--- config.mk ---
export PLATFORM = sky130hd
export DESIGN_NAME = fifo_bridge_loopback
export DESIGN_NICKNAME = d
export VERILOG_FILES = /design/src/rtl/fbl_pkg.sv /design/src/rtl/fbl_buffer.sv /design/src/rtl/fbl_seq.sv /design/src/rtl/fifo_bridge_loopback.sv
export SDC_FILE = /design/constraint.sdc
export NUM_CORES = 1
export LEC_CHECK = 0
export BUFFER_PORTS_ARGS = -buffer_cell sky130_fd_sc_hd__buf_2
export CORE_MARGIN = 4
export CORE_UTILIZATION = 40
export DETAILED_ROUTE_END_ITERATION = 6
export GPL_TIMING_DRIVEN = 0
export MAX_ROUTING_LAYER = met4
export PLACE_DENSITY_LB_ADDON = 0.15
export SYNTH_ARGS = -nofsm -noshare
export SYNTH_HDL_FRONTEND = slang
export SYNTH_SLANG_ARGS = --single-unit
--- constraint.sdc ---
create_clock -name clk_i -period 2.82 [get_ports clk_i]
set_input_delay 0.705 -clock clk_i [delete_from_list [all_inputs] [get_ports clk_i]]
set_output_delay 0.705 -clock clk_i [all_outputs]
set_load 0.005 [all_outputs]
--- src/rtl/fbl_pkg.sv ---
package fbl_pkg;
  typedef enum logic [2:0] {
    ST_IDLE     = 3'd0,
    ST_RX_TURN  = 3'd1,
    ST_RX_BURST = 3'd2,
    ST_RX_STOP  = 3'd3,
    ST_TX_BURST = 3'd4
  } fbl_state_e;
endpackage

--- src/rtl/fbl_buffer.sv ---
module fbl_buffer #(
  parameter int WIDTH = 8,
  parameter int DEPTH = 16,
  localparam int PTR_W = (DEPTH > 1) ? $clog2(DEPTH) : 1,
  localparam int CNT_W = $clog2(DEPTH + 1)
) (
  input  logic             clk_i,
  input  logic             rst_ni,
  input  logic             push_i,
  input  logic [WIDTH-1:0] din_i,
  input  logic             pop_i,
  output logic [WIDTH-1:0] head_o,
  output logic [CNT_W-1:0] count_o
);
  logic [WIDTH-1:0] mem_q [DEPTH];
  logic [PTR_W-1:0] wr_ptr_q, wr_ptr_d, rd_ptr_q, rd_ptr_d;
  logic [CNT_W-1:0] count_q, count_d;

  always_comb begin
    wr_ptr_d = wr_ptr_q;
    rd_ptr_d = rd_ptr_q;
    count_d  = count_q;
    if (push_i) begin
      wr_ptr_d = (wr_ptr_q == PTR_W'(DEPTH - 1)) ? '0 : wr_ptr_q + 1'b1;
    end
    if (pop_i) begin
      rd_ptr_d = (rd_ptr_q == PTR_W'(DEPTH - 1)) ? '0 : rd_ptr_q + 1'b1;
    end
    if (push_i && !pop_i) begin
      count_d = count_q + 1'b1;
    end else if (pop_i && !push_i) begin
      count_d = count_q - 1'b1;
    end
  end

  always_ff @(posedge clk_i or negedge rst_ni) begin
    if (!rst_ni) begin
      wr_ptr_q <= '0;
      rd_ptr_q <= '0;
      count_q  <= '0;
    end else if (push_i || pop_i) begin
      wr_ptr_q <= wr_ptr_d;
      rd_ptr_q <= rd_ptr_d;
      count_q  <= count_d;
    end
  end

  always_ff @(posedge clk_i) begin
    if (push_i) begin
      mem_q[wr_ptr_q] <= din_i;
    end
  end

  assign head_o  = mem_q[rd_ptr_q];
  assign count_o = count_q;


  no_overflow_chk: assert property (@(posedge clk_i) disable iff (!rst_ni)
    push_i |-> (count_q < CNT_W'(DEPTH)));

  no_underflow_chk: assert property (@(posedge clk_i) disable iff (!rst_ni)
    pop_i |-> (count_q != '0));
endmodule

--- src/rtl/fbl_seq.sv ---
module fbl_seq
  import fbl_pkg::*;
#(
  parameter int DEPTH = 16,
  localparam int CNT_W = $clog2(DEPTH + 1)
) (
  input  logic             clk_i,
  input  logic             rst_ni,
  input  logic             rxf_ni,
  input  logic             txe_ni,
  input  logic [CNT_W-1:0] count_i,
  output logic             push_o,
  output logic             pop_o,
  output logic             oe_no,
  output logic             rd_no,
  output logic             wr_no,
  output logic             drive_o
);
  fbl_state_e state_q, state_d;
  logic has_room, has_data, room_after_push;

  assign has_room        = (count_i < CNT_W'(DEPTH));
  assign has_data        = (count_i != '0);
  assign room_after_push = (count_i < CNT_W'(DEPTH - 1));

  always_comb begin
    state_d = state_q;
    unique case (state_q)
      ST_IDLE: begin
        if (!rxf_ni && has_room)       state_d = ST_RX_TURN;
        else if (!txe_ni && has_data)  state_d = ST_TX_BURST;
      end
      ST_RX_TURN:  state_d = rxf_ni ? ST_RX_STOP : ST_RX_BURST;
      ST_RX_BURST: begin
        if (rxf_ni || !room_after_push) state_d = ST_RX_STOP;
      end
      ST_RX_STOP:  state_d = ST_IDLE;
      ST_TX_BURST: begin
        if (txe_ni)                      state_d = ST_IDLE;
        else if (count_i == CNT_W'(1))   state_d = ST_IDLE;
      end
      default:     state_d = ST_IDLE;
    endcase
  end

  always_ff @(posedge clk_i or negedge rst_ni) begin
    if (!rst_ni) state_q <= ST_IDLE;
    else         state_q <= state_d;
  end

  assign oe_no   = !(state_q inside {ST_RX_TURN, ST_RX_BURST, ST_RX_STOP});
  assign rd_no   = (state_q != ST_RX_BURST);
  assign wr_no   = (state_q != ST_TX_BURST);
  assign drive_o = (state_q == ST_TX_BURST);
  assign push_o  = !rd_no && !rxf_ni;
  assign pop_o   = !wr_no && !txe_ni;


  oe_lead_chk: assert property (@(posedge clk_i) disable iff (!rst_ni)
    (!rd_no && $past(rd_no)) |-> $past(!oe_no));

  bus_turn_chk: assert property (@(posedge clk_i) disable iff (!rst_ni)
    drive_o |-> (oe_no && $past(oe_no) && !wr_no));

  rx_halt_chk: assert property (@(posedge clk_i) disable iff (!rst_ni)
    (!rd_no && rxf_ni) |=> (rd_no && !oe_no));

  tx_halt_chk: assert property (@(posedge clk_i) disable iff (!rst_ni)
    (!wr_no && txe_ni) |=> wr_no);

  strobe_excl_chk: assert property (@(posedge clk_i) disable iff (!rst_ni)
    !(!rd_no && !wr_no));
endmodule

--- src/rtl/fifo_bridge_loopback.sv ---
module fifo_bridge_loopback #(
  parameter int DATA_W = 8,
  parameter int DEPTH  = 16
) (
  input  logic              clk_i,
  input  logic              rst_ni,
  input  logic              rx_empty_ni,
  input  logic              tx_full_ni,
  output logic              oe_no,
  output logic              rd_no,
  output logic              wr_no,
  output logic              wake_no,
  input  logic [DATA_W-1:0] bus_i,
  output logic [DATA_W-1:0] bus_o,
  output logic              bus_oe_o
);
  localparam int CNT_W = $clog2(DEPTH + 1);

  logic             push, pop;
  logic [CNT_W-1:0] count;

  fbl_buffer #(.WIDTH(DATA_W), .DEPTH(DEPTH)) u_buf (
    .clk_i   (clk_i),
    .rst_ni  (rst_ni),
    .push_i  (push),
    .din_i   (bus_i),
    .pop_i   (pop),
    .head_o  (bus_o),
    .count_o (count)
  );

  fbl_seq #(.DEPTH(DEPTH)) u_seq (
    .clk_i   (clk_i),
    .rst_ni  (rst_ni),
    .rxf_ni  (rx_empty_ni),
    .txe_ni  (tx_full_ni),
    .count_i (count),
    .push_o  (push),
    .pop_o   (pop),
    .oe_no   (oe_no),
    .rd_no   (rd_no),
    .wr_no   (wr_no),
    .drive_o (bus_oe_o)
  );

  assign wake_no = 1'b1;
endmodule

==> flow_summary.toml <==
[clock_tree]
clk_path_buf_depth = 2
cts_root_buffer = "clkbuf_16"
tritoncts = "yes"
hold_buffers = 0
h-tree-depth = 4
clkSlewWorstSetupHoldPaths_ps = 60
cts_buffers = 17
clock_latency_ps = 420
clock-sinks = 144

[die]
die_y_um = 131
ios = 25
die_w_um = 131
rows = 44
start_util = 0.410
fp.coreArea_mm2 = 0.0146
die-area_mm2 = 0.0170

[timing]
hold_violations = 0
rsz0062_at_grt = "yes"
postLayoutSetupSlackWorst_ps = -14.2
finalSetupTns_ps = -14.2
max_freq_mhz = 353
worst_slew_pin_slew_ps = 942
finalCritPeriodShare = 1.01
finalSetupViolCount = 1
slew_headroom = 0.370
skew_ps = 7.75
maxSlewViolCount = 0
fin_crit_ps = 2830

[logic_synthesis]
synth_warnings = 0
synth_nets = 376
synth_seq_cells = 144
synth.distinct_cells = 45
syn_area_mm2 = 0.00601
synth_area_per_cell_um2 = 17.0
synthArstFlopShare = 0.111
synth_cells = 354
ys_seq_area_frac = 0.707
synth_top_flop_cell = "edfxtp_1"
synth-edff-count = 128

[placed_design]
gp_congestion = 0.772
io_buffer_count = 23
dpl_cell_area_mm2 = 0.00641
hpwl_um = 8350

[routing]
wl_per_cell_um = 21.0
drc = 0
vias = 3209
routed_wl_um = 12600
vias_per_cell = 5.33
ant_nets = 0
drt_iter0_drc = 221
dr.pass1.iters = 5

[critical_path]
critPathLaunchType = "register"
cp.arrival_ps = 2130
critPathLaunch = "u_buf.rd_ptr_q[0]"
cp.required_ps = 2120
cp_max_fo = 6
cp-end-kind = "output port"
crit_type = "register to output port"
r2r-start = "u_seq.state_q[0]"

[grt]
grt_pass1_wl_um = 19800
grt_overflow = 0
grtUsageTotal = 0.167
grt_pass1_vias = 3333
grt_max_degree = 17
antenna_found_initial = 0

[cells_and_area]
nets = 427
finish.instance_area_mm2 = 0.00717
final_cell_mix = "edfxtp_1, mux2i_1, buf_2"
layout.cells.most_common = "edfxtp_1"
drive_gt1_frac = 0.285
area_growth_pct = 19.4
n_fill_cell = 1226
n_antenna_cell = 0

[power]
leakage_uw = 0.00242
vdd_ir_drop_max_mv = 0.420
power_density_mw_per_mm2 = 823

[flow_run]
maxCapViolCount = 0

[hold_path]
hold_class = "input port to asynchronous set/reset pin"

[outcome]
violations = "negative setup slack"
status = "finished with violations"
-- critical path, cell delays in order, from the launching register on --
cell and delay, ps:
dfrtp_1 370, buf_6 170, buf_12 110, mux4_2 520
o211ai_1 260, nand2_1 130, buf_2 150
-- timing repair --
item	in CTS	in global routing
gates cloned	0	1
setup buffers	3	1
gates resized for setup	27	12
endpoints found under the setup margin	32	8
pin swaps	2	6
-- synth_stat cells, types with 2 or more instances --
| library cell | count | area share |
|---|---|---|
| buf_4 | 6 | 0.0075 |
| buf_2 | 3 | 0.0025 |
| edfxtp_1 | 128 | 0.64 |
| nor2b_1 | 2 | 0.0021 |
| a21o_1 | 2 | 0.0025 |
| a31oi_1 | 2 | 0.0021 |
| a221oi_1 | 9 | 0.013 |
| o211ai_1 | 8 | 0.010 |
| dfrtp_1 | 16 | 0.067 |
| inv_1 | 9 | 0.0056 |
| a21oi_1 | 2 | 0.0017 |
| clkbuf_1 | 8 | 0.0050 |
| mux4_2 | 16 | 0.060 |
| nand2_1 | 16 | 0.010 |
| nor4_1 | 6 | 0.0063 |
| nand3_1 | 5 | 0.0042 |
| nor3_1 | 6 | 0.0050 |
| o21ai_0 | 13 | 0.011 |
| a22oi_1 | 8 | 0.010 |
| nor2_1 | 7 | 0.0044 |
| ha_1 | 10 | 0.021 |
| o21a_1 | 2 | 0.0025 |
| and2_1 | 5 | 0.0052 |
| mux2i_1 | 32 | 0.053 |
| mux2_2 | 4 | 0.0075 |
| xnor2_1 | 7 | 0.010 |
| buf_1 | 4 | 0.0025 |
-- routing by layer --
| layer | part of all wire | vias up | global-route usage |
|---|---|---|---|
| met5 | 0 | - | - |
| met4 | 0.015 | 0 | 0.0587 |
| met3 | 0.036 | 18 | 0.0415 |
| met2 | 0.49 | 68 | 0.258 |
| met1 | 0.46 | 1631 | 0.218 |
| li1 | - | 1492 | - |
-- worst paths after layout --
kind,to,slack (ps),depth (start not counted)
worst min register to register,u_buf.count_o[4],530,1
worst min-delay path,u_buf.count_o[0],220,1
max in group asynchronous,u_buf.rd_ptr_q[3],2300,1
worst max-delay path,bus_o[7],-10,6
worst max register to register,u_buf.mem_q[15][7],220,6
min in group clk_i,u_buf.count_o[4],530,1
-- sequential cells by signal (all words and copies together), names as in the netlist --
| signal | count |
|---|---|
| u_buf.mem_q | 128 |
| u_seq.state_q | 3 |
| u_buf.count_o | 5 |
| u_buf.wr_ptr_q | 4 |
| u_buf.rd_ptr_q | 4 |
-- cell type report --
type                    count  area (µm²)  share of cell area
flip-flops and latches    144        4240               0.592
plain buffers              21         174              0.0243
clock inverters            14         148              0.0206
inverters                  10        50.0             0.00698
repair buffers             33         224              0.0312
multi-input cells         178        1670               0.233
well taps                 184         230              0.0321
clock buffers              18         429              0.0599
-- through the flow --
stage | setup WS [ps] | total power, µW | instances | hold WS, ps | utilization
5_1_grt | -84.5 | 6200 | 602 | 231 | 0.489
3_3_place_gp | -242 | 3620 | 561 | 513 | 0.434
3_5_place_dp | -62.2 | 3670 | 566 | 509 | 0.438
4_1_cts | -28.4 | 5910 | 600 | 222 | 0.485
6_report | -14.2 | 5900 | 602 | 222 | 0.489
2_1_floorplan | 412 | 3340 | 354 | 409 | -
-- cells by family (layout without fill, tap and decap cells) --
| kind of cell | after synthesis | count (layout) | share of synthesized area |
|---|---|---|---|
| AOI/OAI and AO/OA | 48 | 48 | 0.0569 |
| DFF | 144 | 144 | 0.707 |
| and+or+nand+nor | 59 | 59 | 0.0548 |
| muxes | 52 | 52 | 0.121 |
| buffers and inverters | 32 | 96 | 0.0277 |
| adders and majority gates | 10 | 10 | 0.0208 |
| other | 1 | 1 | 0.000624 |
| xor gates and xnor gates | 8 | 8 | 0.0117 |
-- report_power, final --
group / switching, µW / internal (µW) / total (µW)
clock: 804 / 1370 / 2170
sequential: 101 / 2470 / 2580
combinational: 629 / 520 / 1150
(Power assumes the default switching activity.)
